**src/rtl/flbuf_pkg.sv**
```systemverilog
package flbuf_pkg;

    // Bytes per buffered word and its log.
    localparam int UNIT_BYTES = 8;
    localparam int UNIT_SHIFT = 3;

    typedef enum logic {
        ST_IDLE = 1'b0,
        ST_LOOK = 1'b1
    } req_state_e;

    // Outcome of one lookup cycle.
    typedef struct packed {
        logic respond;
        logic refuse;
        logic launch;
    } look_act_t;

    // Log2 of the window length: highest set bit of the size field,
    // capped at max_log; a zero field gives 0 (one word).
    function automatic logic [3:0] units_log(input logic [7:0] field,
                                             input int unsigned max_log);
        logic [3:0] k;
        k = 4'd0;
        for (int i = 0; i < 8; i++) begin
            if (field[i]) k = 4'(i);
        end
        if (32'(k) > max_log) k = 4'(max_log);
        return k;
    endfunction

endpackage

```
**src/rtl/flbuf_region_dec.sv**
```systemverilog
module flbuf_region_dec #(
    parameter int AW   = 32,
    parameter int NREG = 4
) (
    input  logic [AW-1:0]      addr,
    input  logic [NREG*AW-1:0] tops,
    output logic               found,
    output logic [AW-1:0]      start
);

    logic [NREG-1:0] below;

    generate
        for (genvar g = 0; g < NREG; g++) begin : g_cmp
            assign below[g] = addr < tops[g*AW +: AW];
        end
    endgenerate

    // Lowest region whose top lies above the address wins.
    always_comb begin
        logic [AW-1:0] prev;
        prev  = '0;
        found = 1'b0;
        start = '0;
        for (int i = 0; i < NREG; i++) begin
            if (!found && below[i]) begin
                found = 1'b1;
                start = prev;
            end
            prev = tops[i*AW +: AW];
        end
    end

endmodule

```
**src/rtl/flbuf_store.sv**
```systemverilog
module flbuf_store #(
    parameter int WAW       = 29,
    parameter int DW        = 64,
    parameter int MAX_UNITS = 16
) (
    input  logic           clk,
    input  logic           rst,
    input  logic           inv,
    input  logic           open,
    input  logic [WAW-1:0] open_base,
    input  logic [3:0]     open_log,
    input  logic           beat_valid,
    input  logic [DW-1:0]  beat_data,
    input  logic [WAW-1:0] look_word,
    output logic           hit,
    output logic           filled,
    output logic [DW-1:0]  rd_data,
    output logic           fill_active
);

    localparam int MAX_LOG = $clog2(MAX_UNITS);
    localparam int OW      = (MAX_LOG > 0) ? MAX_LOG : 1;
    localparam int CW      = MAX_LOG + 1;

    logic [DW-1:0]  mem [MAX_UNITS];
    logic           buf_valid;
    logic [WAW-1:0] base_word;
    logic [3:0]     win_log;
    logic [CW-1:0]  beat_cnt;
    logic [CW-1:0]  beat_next;
    logic [CW-1:0]  total;
    logic [OW-1:0]  offset;

    assign total     = CW'(1) << win_log;
    assign beat_next = beat_cnt + CW'(1);

    always_ff @(posedge clk) begin
        if (rst) begin
            buf_valid   <= 1'b0;
            base_word   <= '0;
            win_log     <= '0;
            beat_cnt    <= '0;
            fill_active <= 1'b0;
        end else begin
            if (open) begin
                buf_valid   <= 1'b1;
                base_word   <= open_base;
                win_log     <= open_log;
                beat_cnt    <= '0;
                fill_active <= 1'b1;
            end else if (fill_active && beat_valid) begin
                beat_cnt <= beat_next;
                if (beat_next == total) fill_active <= 1'b0;
            end
            // Invalidation wins; a running fill still drains its beats.
            if (inv) buf_valid <= 1'b0;
        end
    end

    always_ff @(posedge clk) begin
        if (fill_active && beat_valid) mem[beat_cnt[OW-1:0]] <= beat_data;
    end

    assign hit     = buf_valid && (((look_word ^ base_word) >> win_log) == '0);
    assign offset  = look_word[OW-1:0] - base_word[OW-1:0];
    assign filled  = !fill_active || ({1'b0, offset} < beat_cnt);
    assign rd_data = mem[offset];

endmodule

```
**src/rtl/flbuf_top.sv**
```systemverilog
module flbuf_top
    import flbuf_pkg::*;
#(
    parameter int AW        = 32,
    parameter int DW        = 64,
    parameter int NREG      = 4,
    parameter int MAX_UNITS = 16,
    parameter int MID_W     = 4
) (
    input  logic                        clk,
    input  logic                        rst,
    input  logic [NREG*AW-1:0]          cfg_region_top,
    input  logic [3:0]                  cfg_fill_seq,
    input  logic [7:0]                  cfg_buf_units,
    input  logic                        cfg_all_masters,
    input  logic [MID_W-1:0]            cfg_owner,
    input  logic                        soft_rst_flash,
    input  logic                        soft_rst_bus,
    input  logic                        req_valid,
    output logic                        req_ready,
    input  logic [AW-1:0]               req_addr,
    input  logic [MID_W-1:0]            req_master,
    output logic                        rsp_valid,
    output logic                        rsp_err,
    output logic [DW-1:0]               rsp_data,
    output logic                        fill_start,
    output logic [3:0]                  fill_seq,
    output logic [AW-1:0]               fill_addr,
    output logic [$clog2(MAX_UNITS):0]  fill_units,
    input  logic                        fill_beat_valid,
    input  logic [DW-1:0]               fill_beat_data,
    output logic                        access_busy
);

    localparam int MAX_LOG = $clog2(MAX_UNITS);
    localparam int CW      = MAX_LOG + 1;
    localparam int WAW     = AW - UNIT_SHIFT;

    req_state_e       state;
    logic [AW-1:0]    q_addr;
    logic [MID_W-1:0] q_master;

    logic             reg_found;
    logic [AW-1:0]    reg_start;
    logic             buf_hit;
    logic             buf_filled;
    logic [DW-1:0]    buf_data;
    logic             fill_busy;
    logic             master_ok;
    logic [3:0]       eff_log;
    logic [WAW-1:0]   look_word;
    logic [WAW-1:0]   win_mask;
    logic [WAW-1:0]   open_base;
    look_act_t        act;

    flbuf_region_dec #(
        .AW   (AW),
        .NREG (NREG)
    ) u_dec (
        .addr  (q_addr),
        .tops  (cfg_region_top),
        .found (reg_found),
        .start (reg_start)
    );

    assign look_word = q_addr[AW-1:UNIT_SHIFT];
    assign eff_log   = units_log(cfg_buf_units, MAX_LOG);
    assign win_mask  = ~((WAW'(1) << eff_log) - WAW'(1));
    assign open_base = look_word & win_mask;
    assign master_ok = cfg_all_masters || (q_master == cfg_owner);

    flbuf_store #(
        .WAW       (WAW),
        .DW        (DW),
        .MAX_UNITS (MAX_UNITS)
    ) u_store (
        .clk         (clk),
        .rst         (rst),
        .inv         (soft_rst_flash && soft_rst_bus),
        .open        (act.launch),
        .open_base   (open_base),
        .open_log    (eff_log),
        .beat_valid  (fill_beat_valid),
        .beat_data   (fill_beat_data),
        .look_word   (look_word),
        .hit         (buf_hit),
        .filled      (buf_filled),
        .rd_data     (buf_data),
        .fill_active (fill_busy)
    );

    // One decision per lookup cycle: refuse, answer, wait, or launch.
    always_comb begin
        act = '0;
        if (state == ST_LOOK) begin
            if (!reg_found || !master_ok) begin
                act.respond = 1'b1;
                act.refuse  = 1'b1;
            end else if (buf_hit) begin
                act.respond = buf_filled;
            end else begin
                act.launch = !fill_busy;
            end
        end
    end

    always_ff @(posedge clk) begin
        if (rst) begin
            state      <= ST_IDLE;
            q_addr     <= '0;
            q_master   <= '0;
            rsp_valid  <= 1'b0;
            rsp_err    <= 1'b0;
            rsp_data   <= '0;
            fill_start <= 1'b0;
            fill_seq   <= '0;
            fill_addr  <= '0;
            fill_units <= '0;
        end else begin
            rsp_valid  <= 1'b0;
            fill_start <= 1'b0;
            case (state)
                ST_IDLE: begin
                    if (req_valid) begin
                        q_addr   <= req_addr;
                        q_master <= req_master;
                        state    <= ST_LOOK;
                    end
                end
                ST_LOOK: begin
                    if (act.respond) begin
                        state     <= ST_IDLE;
                        rsp_valid <= 1'b1;
                        rsp_err   <= act.refuse;
                        rsp_data  <= act.refuse ? '0 : buf_data;
                    end
                end
                default: state <= ST_IDLE;
            endcase
            if (act.launch) begin
                fill_start <= 1'b1;
                fill_seq   <= cfg_fill_seq;
                fill_addr  <= {open_base, {UNIT_SHIFT{1'b0}}} - reg_start;
                fill_units <= CW'(1) << eff_log;
            end
        end
    end

    assign req_ready   = (state == ST_IDLE);
    assign access_busy = (state == ST_LOOK) || fill_busy;

endmodule

```
**config.mk**
```make
export PLATFORM = sky130hd
export DESIGN_NAME = flbuf_top
export DESIGN_NICKNAME = d
export VERILOG_FILES = /design/src/rtl/flbuf_pkg.sv /design/src/rtl/flbuf_region_dec.sv /design/src/rtl/flbuf_store.sv /design/src/rtl/flbuf_top.sv
export SDC_FILE = /design/constraint.sdc
export NUM_CORES = 1
export LEC_CHECK = 0
export ABC_AREA = 1
export BUFFER_PORTS_ARGS = -buffer_cell sky130_fd_sc_hd__buf_2
export CAP_MARGIN = 20
export CORE_AREA = 4 4 352 354
export CTS_BUF_LIST = sky130_fd_sc_hd__clkbuf_4
export DETAILED_ROUTE_END_ITERATION = 12
export DIE_AREA = 0 0 356 358
export GPL_ROUTABILITY_DRIVEN = 0
export GPL_TIMING_DRIVEN = 0
export SYNTH_ARGS = -nofsm -noshare
export SYNTH_HDL_FRONTEND = slang
export SYNTH_SLANG_ARGS = --single-unit
```
**constraint.sdc**
```tcl
create_clock -name clk -period 4.3 [get_ports clk]
set_input_delay 0.86 -clock clk [delete_from_list [all_inputs] [get_ports clk]]
set_output_delay 0.86 -clock clk [all_outputs]
set_load 0.03 [all_outputs]
```
=== After elaboration in Yosys (flattened, before gate mapping) ===
Memory sizes are Yosys's and may differ from the RTL's.
Index checks and enable logic that the tools add are counted.

* Register bits: 185
* Bits in writable memories: 1024
* Bits of input ports: 251
* Output and inout bits: 110
* Word-level logic and storage cells: 93
* Memories: 1

{| class="wikitable"
|+ Memory list
! name !! depth !! width !! rd ports !! clocked after Yosys merged registers in !! write ports !! line !! source
|-
| u_store.mem || 16 || 64 || 1 || 0 || 1 || flbuf_store.sv:25 || <nowiki>logic [DW-1:0] mem [MAX_UNITS];</nowiki>
|}

* Add/subtract/negate cells: 4
* Order comparisons: 6
* Eq/ne operators: 2
* Shift operators: 4
* Muxes and demuxes: 32
* Bitwise operators: 4
* Reductions and logical operators: 25

{| class="wikitable"
|+ Operators by type and width
! kind !! count
|-
| < comparator 32 bit || 4
|-
| two-way mux 32 bit || 3
|-
| two-way mux 64 bit || 1
|-
| subtractor 32 bit || 1
|-
| AND 29 bit || 1
|-
| logical NOT 29 bit || 1
|-
| inverter 29 bit || 1
|-
| << shifter 1 x 4 -> 29 bit (first input constant) || 1
|-
| >> shifter 29 x 4 -> 29 bit || 1
|-
| subtractor 29 x 2 -> 29 bit (second input constant) || 1
|-
| bitwise XOR 29 bit || 1
|-
| two-way mux 4 bit || 5
|-
| two-way mux 1 bit || 19
|-
| << shifter 1 x 4 -> 5 bit (first input constant) || 2
|-
| logical AND 1 bit || 6
|-
| logical NOT 1 bit || 6
|-
| AND reduction 2 bit || 3
|-
| OR reduction 2 bit || 3
|-
| adder 5 x 1 -> 5 bit (second input constant) || 1
|-
| equality test 5 bit || 1
|-
| < comparator 4 x 5 -> 1 bit || 1
|-
| equality test 4 bit || 1
|-
| > comparator 4 x 3 -> 1 bit (second input constant) || 1
|-
| logical OR 1 bit || 4
|-
| other kinds (6) || 8
|}

=== Depth between registers and ports, before layout ===
* Word-level depth: 17
* Depth in mapped cells: 33
* Gate-level depth less buffers: 32

=== Cells and area by module ===
A second synthesis with hierarchy kept.

* Cell total of the unflattened synthesis: 4828
* Area total of the unflattened synthesis: 54457.2 um2

{| class="wikitable"
|+ Modules (own cells, without submodules)
! module !! times used !! cells an instance !! area an instance (um2) !! sequential area each (um2)
|-
| flbuf_store || 1 || 2916 || 42622.1 || 31550.3
|-
| flbuf_top || 1 || 1222 || 7856.3 || 2902.8
|-
| flbuf_region_dec || 1 || 690 || 3978.8 || 0.0
|}

=== Least setup slack after synthesis ===
OpenSTA, ideal clock, no wires.

* Kind: input to register
* From: input port fill_beat_valid
* To: memory u_store.mem[0][0] (enable)
* Setup time: 0.486 ns
* Arrival: 3.994 ns
* Required time: 3.814 ns
* Setup slack: -0.181 ns
* Cell stages on the path: 4
* Path buffers: 0
* Cell sequence: nand2_1 > inv_1 > nand2_1 > nor2_1

* Longest elaborated chain between the ends: 3

{| class="wikitable"
|+ Ends and longest elaborated chain
! element !! line !! source
|-
| start, declared || flbuf_top.sv:30 || <nowiki>input logic fill_beat_valid,</nowiki>
|-
| logical AND 1 bit || flbuf_store.sv:61 || <nowiki>if (fill_active && beat_valid) mem[beat_cnt[OW-1:0]] <= beat_data;</nowiki>
|-
| two-way mux 1 bit || flbuf_store.sv:61 ||
|-
| two-way mux 1 bit (implied by the code) || flbuf_store.sv:61 ||
|-
| end, declared || flbuf_store.sv:25 ||
|}

Every way passes these cells.

=== Final worst setup path ===
* From: register q_addr[3]
* To: register rsp_data[46]

* Longest elaborated chain between the ends: 16
* Elaborated cells between the ends (all ways): 30
* Classes of those cells: add/sub: 1; order compare: 5; shift: 1; mux: 9; bitwise: 1; reduce/logical: 12; memory: 1

{| class="wikitable"
|+ Ends and longest elaborated chain
! element !! line !! source
|-
| start, declared || flbuf_top.sv:40 || <nowiki>logic [AW-1:0] q_addr;</nowiki>
|-
| start signal, assigned || flbuf_top.sv:125 || <nowiki>q_addr <= req_addr;</nowiki>
|-
| < comparator 32 bit || flbuf_region_dec.sv:15 || <nowiki>assign below[g] = addr < tops[g*AW +: AW];</nowiki>
|-
| two-way mux 1 bit || flbuf_region_dec.sv:26 || <nowiki>if (!found && below[i]) begin</nowiki>
|-
| logical NOT 1 bit || flbuf_region_dec.sv:26 ||
|-
| logical AND 1 bit || flbuf_region_dec.sv:26 ||
|-
| two-way mux 1 bit || flbuf_region_dec.sv:26 ||
|-
| logical NOT 1 bit || flbuf_region_dec.sv:26 ||
|-
| logical AND 1 bit || flbuf_region_dec.sv:26 ||
|-
| two-way mux 1 bit || flbuf_region_dec.sv:26 ||
|-
| logical NOT 1 bit || flbuf_region_dec.sv:26 ||
|-
| logical AND 1 bit || flbuf_region_dec.sv:26 ||
|-
| two-way mux 1 bit || flbuf_region_dec.sv:26 ||
|-
| logical NOT 1 bit || flbuf_top.sv:96 || <nowiki>if (!reg_found || !master_ok) begin</nowiki>
|-
| logical OR 1 bit || flbuf_top.sv:96 ||
|-
| two-way mux 1 bit || flbuf_top.sv:96 ||
|-
| two-way mux 3 bit || flbuf_top.sv:95 || <nowiki>if (state == ST_LOOK) begin</nowiki>
|-
| two-way mux 64 bit or AND reduction 2 bit (tied branches) || n/a ||
|-
| end signal, assigned || flbuf_top.sv:135 || <nowiki>rsp_data <= act.refuse ? '0 : buf_data;</nowiki>
|-
| end, declared || flbuf_top.sv:25 || <nowiki>output logic [DW-1:0] rsp_data,</nowiki>
|}

Several ways; a longest one is shown, not always the timed one.
A chain may end at the register's enable or synchronous reset.

==> flow_metrics.py <==
metrics = {
    "yosys": {
        "post_synthesis_net_count": 5304,
        "netlist_top_cells_area": "sky130_fd_sc_hd__edfxtp_1, sky130_fd_sc_hd__dfxtp_1, sky130_fd_sc_hd__mux2i_1",
        "async_flop_share": 0,
        "ys.flop_type": "sky130_fd_sc_hd__edfxtp_1",
        "portion_of_the_post_synthesis_area_used_by_sequential_elements": 0.638,
        "yosys_warnings": 0,
        "synth_cell_types": 53,
        "post_synth_instance_area_um2": 54000,
        "post_synth_inst_count": 4888,
        "synth_largest_area_cell": "sky130_fd_sc_hd__edfxtp_1",
        "yosys_register_bits": 1208,
        "synth_top_area_frac": 0.570,
        "synth-edff-count": 1024,
        "syn-mean-instance-area_um2": 11.0,
    },
    "timing": {
        "finalClockSkew_ns": 0.103,
        "finalSetupViolations": 0,
        "final_min_period_over_clock_period": 0.966,
        "rsz0062_at_grt": "true",
        "max_freq_mhz": 241,
        "timing.hold.ws_ns": 0.118,
        "report.final.slew_viol_count": 0,
        "timing.final.hold_violations": 0,
        "post-route-min-period_ns": 4.15,
        "slew_headroom": 0.199,
        "timing.final.ws_setup_ns": 0.146,
        "tightest_slew_ns": 1.20,
    },
    "pwr": {
        "cellLeakagePower_nw": 26.4,
        "sequential_power_share": 0.477,
        "power.switching_mw": 7.72,
        "share_clk_of_total_power": 0.371,
        "netSwitchingFraction": 0.284,
        "report.power.total_mw": 27.2,
        "power-per-cell-area_nw_per_um2": 420,
        "power_report.internal_total_mw": 19.5,
        "max-vdd-ir-drop_v": 0.000263,
        "share_comb_of_total_power": 0.153,
    },
    "worst_hold_path": {
        "min_delay_path_depth": 4,
        "min_path_type": "input pin to flop",
    },
    "finish": {
        "layout.nets": 6163,
        "most_common_library_cell_in_the_layout_ignoring_fill_and_taps": "sky130_fd_sc_hd__edfxtp_1",
        "final_layout_size_suffix_gt1_frac": 0.191,
        "layout.filler_cells": 10800,
        "design_area_um2": 64700,
        "layout.cells.most_common_list": "sky130_fd_sc_hd__edfxtp_1, sky130_fd_sc_hd__nand2_1, sky130_fd_sc_hd__inv_1",
        "area_growth_pct": 19.9,
    },
    "clock_tree": {
        "htree_num_levels": 5,
        "clk_pin_slew_worst_paths_ns": 0.07,
        "max-clock-path-buffers": 4,
        "cts_sinks": 1208,
        "worstSkewPairLatency_ns": 1.28,
        "tritoncts": "done",
        "cts_buffers": 334,
        "clockRootBuffer": "sky130_fd_sc_hd__clkbuf_4",
    },
    "route": {
        "post_route_drc_violation_count": 0,
        "detail_route.first_pass.iterations": 6,
        "route.detailed.vias_per_inst": 5.45,
        "drt-total-wl_um": 181000,
        "drtIter0Drc": 4100,
        "ant_nets": 0,
        "detail_route.wl_per_cell_um": 23.8,
        "routed-via-count": 41600,
    },
    "worst_setup_path": {
        "worst_ep_arrival_time_ns": 5.28,
        "category_of_the_worst_setup_path_capture_point": "flop",
        "cp_data_required_time_ns": 5.43,
        "setup.worst_path.class": "flop to flop",
        "setup.worst_path.start_class": "flop",
        "reg2regPathDepth": 12,
        "crit_path_max_fanout": 11,
    },
    "grt": {
        "first_global_vias": 40800,
        "global_route_wire_length_before_repair_um": 260000,
        "antenna_found_initial": 13,
        "grt.total_usage": 0.278,
        "global_route.overflow_total": 0,
        "grt_max_degree": 26,
    },
    "job": {
        "count_of_max_cap_constraint_violations": 0,
    },
    "die": {
        "floorplan.die.width_um": 356,
        "chipHeight_um": 358,
        "io-pin-count": 361,
        "placement_rows": 128,
        "initial_utilization": 0.446,
        "floorplan_die_area_um2": 127000,
        "coreArea_um2": 121000,
    },
    "placement": {
        "numPortBuffers": 358,
        "pre_cts_ws_ns": -1.65,
        "placed_cell_area_um2": 58900,
        "hpwl_um": 127000,
    },
    "run_status": {
        "outcome": "complete, no violations",
    },
}
## metrics by stage
step | utilization | TNS, ns | instances
floorplan | - | -169.72 | 4888
global placement | 0.477 | -3629.72 | 6871
detailed placement | 0.486 | -120.95 | 6917
CTS | 0.531 | -0.0332 | 7601
global route | 0.534 | -0.116 | 7615
finish | 0.534 | 0 | 7626
## power groups by stage
stage	combinational, mW	sequential [mW]	clock [mW]
after CTS	4.02	13.0	10.3
after global routing	4.51	13.0	11.0
after global placement	3.80	13.2	0
after floorplan	2.18	13.3	0
final	4.16	13.0	10.1
after detailed placement	3.87	13.2	0
## path summary, 6_finish.rpt
kind / startpoint / endpoint / slack, ns
hold / removal: cfg_buf_units[6] / u_store.win_log[2] / 0.12
hold reg to reg: fill_addr[29] / fill_addr[29] / 0.45
setup reg to reg: q_addr[3] / rsp_data[46] / 0.15
setup / recovery: q_addr[3] / rsp_data[46] / 0.15
## Yosys cell counts, types with 4 or more instances
| cell type | instances |
|---|---|
| sky130_fd_sc_hd__xor2_1 | 23 |
| sky130_fd_sc_hd__inv_1 | 527 |
| sky130_fd_sc_hd__inv_2 | 11 |
| sky130_fd_sc_hd__edfxtp_1 | 1024 |
| sky130_fd_sc_hd__nand3_1 | 441 |
| sky130_fd_sc_hd__o21a_1 | 7 |
| sky130_fd_sc_hd__nand3b_1 | 4 |
| sky130_fd_sc_hd__buf_1 | 33 |
| sky130_fd_sc_hd__nand4_1 | 75 |
| sky130_fd_sc_hd__a21oi_1 | 459 |
| sky130_fd_sc_hd__nor2_1 | 147 |
| sky130_fd_sc_hd__dfxtp_1 | 184 |
| sky130_fd_sc_hd__o21ai_0 | 418 |
| sky130_fd_sc_hd__a22o_1 | 9 |
| sky130_fd_sc_hd__a221oi_1 | 5 |
| sky130_fd_sc_hd__nor3_1 | 16 |
| sky130_fd_sc_hd__buf_4 | 8 |
| sky130_fd_sc_hd__xnor2_1 | 24 |
| sky130_fd_sc_hd__nand2_1 | 693 |
| sky130_fd_sc_hd__nand2_2 | 6 |
| sky130_fd_sc_hd__o22ai_1 | 6 |
| sky130_fd_sc_hd__o21ai_1 | 50 |
| sky130_fd_sc_hd__buf_6 | 7 |
| sky130_fd_sc_hd__ha_1 | 164 |
| sky130_fd_sc_hd__mux2i_1 | 260 |
| sky130_fd_sc_hd__buf_2 | 39 |
| sky130_fd_sc_hd__clkbuf_1 | 191 |
| sky130_fd_sc_hd__a211oi_1 | 8 |
| sky130_fd_sc_hd__a31oi_1 | 4 |
## worst max-delay path: stages, from the launching register on
cell and delay, ns:
sky130_fd_sc_hd__dfxtp_2 0.42, sky130_fd_sc_hd__inv_2 0.11, sky130_fd_sc_hd__ha_1 0.29, sky130_fd_sc_hd__clkbuf_1 0.32
sky130_fd_sc_hd__buf_2 0.58, sky130_fd_sc_hd__clkbuf_2 0.54, sky130_fd_sc_hd__clkbuf_1 0.87, sky130_fd_sc_hd__a21oi_1 0.12
sky130_fd_sc_hd__o21ai_0 0.12, sky130_fd_sc_hd__nand3_1 0.09, sky130_fd_sc_hd__nand3_1 0.21, sky130_fd_sc_hd__nand4_1 0.19
sky130_fd_sc_hd__a21oi_1 0.19
## flip-flops by register name (all words and copies together), names as in the netlist, 3 cells and up
signal             count
q_addr                32
u_store.win_log        3
fill_seq               4
u_store.mem         1024
u_store.beat_cnt       5
fill_addr             32
fill_units             5
u_store.base_word     29
q_master               4
rsp_data              64
## area by class of cell
type / instances / area, µm² / area share
sequential: 1208 / 34500 / 0.533
tap: 1625 / 2030 / 0.0314
timing repair buffer: 524 / 3930 / 0.0607
buffer: 277 / 1250 / 0.0193
antenna: 20 / 50.0 / 0.000773
clock buffer: 496 / 3720 / 0.0575
inverter: 541 / 2030 / 0.0314
multi-input combinational: 2861 / 16800 / 0.260
clock inverter: 74 / 344 / 0.00532
## routing by layer
| layer | up-vias | track usage | part of all wire |
|---|---|---|---|
| li1 | 19200 | - | - |
| met1 | 19900 | 0.340 | 0.39 |
| met2 | 2122 | 0.471 | 0.48 |
| met3 | 426 | 0.0649 | 0.085 |
| met4 | 6 | 0.124 | 0.045 |
| met5 | - | 0 | 0.00018 |
## kinds of logic (layout without fill, tap and decap cells)
family / after synthesis / in the layout / share of synthesized area
compound gates: 987 / 987 / 0.0949
xor+xnor: 47 / 47 / 0.00763
fa+ha+maj: 165 / 165 / 0.0384
buf+inv: 819 / 1912 / 0.0594
flops: 1208 / 1208 / 0.638
mux: 260 / 260 / 0.0482
other cells: 2 / 22 / 0.000139
simple gates: 1400 / 1400 / 0.113
## repair_timing
| item | 4_1_cts | 5_1_grt |
|---|---|---|
| pin swaps | 5 | 10 |
| endpoints found under the setup margin | 96 | 54 |
| hold endpoints to repair | 1068 | 0 |
| resized for setup | 85 | 111 |
| buffers inserted | 4 | 5 |
| hold buffers | 111 | 0 |
Power figures use the tool's default switching activity.
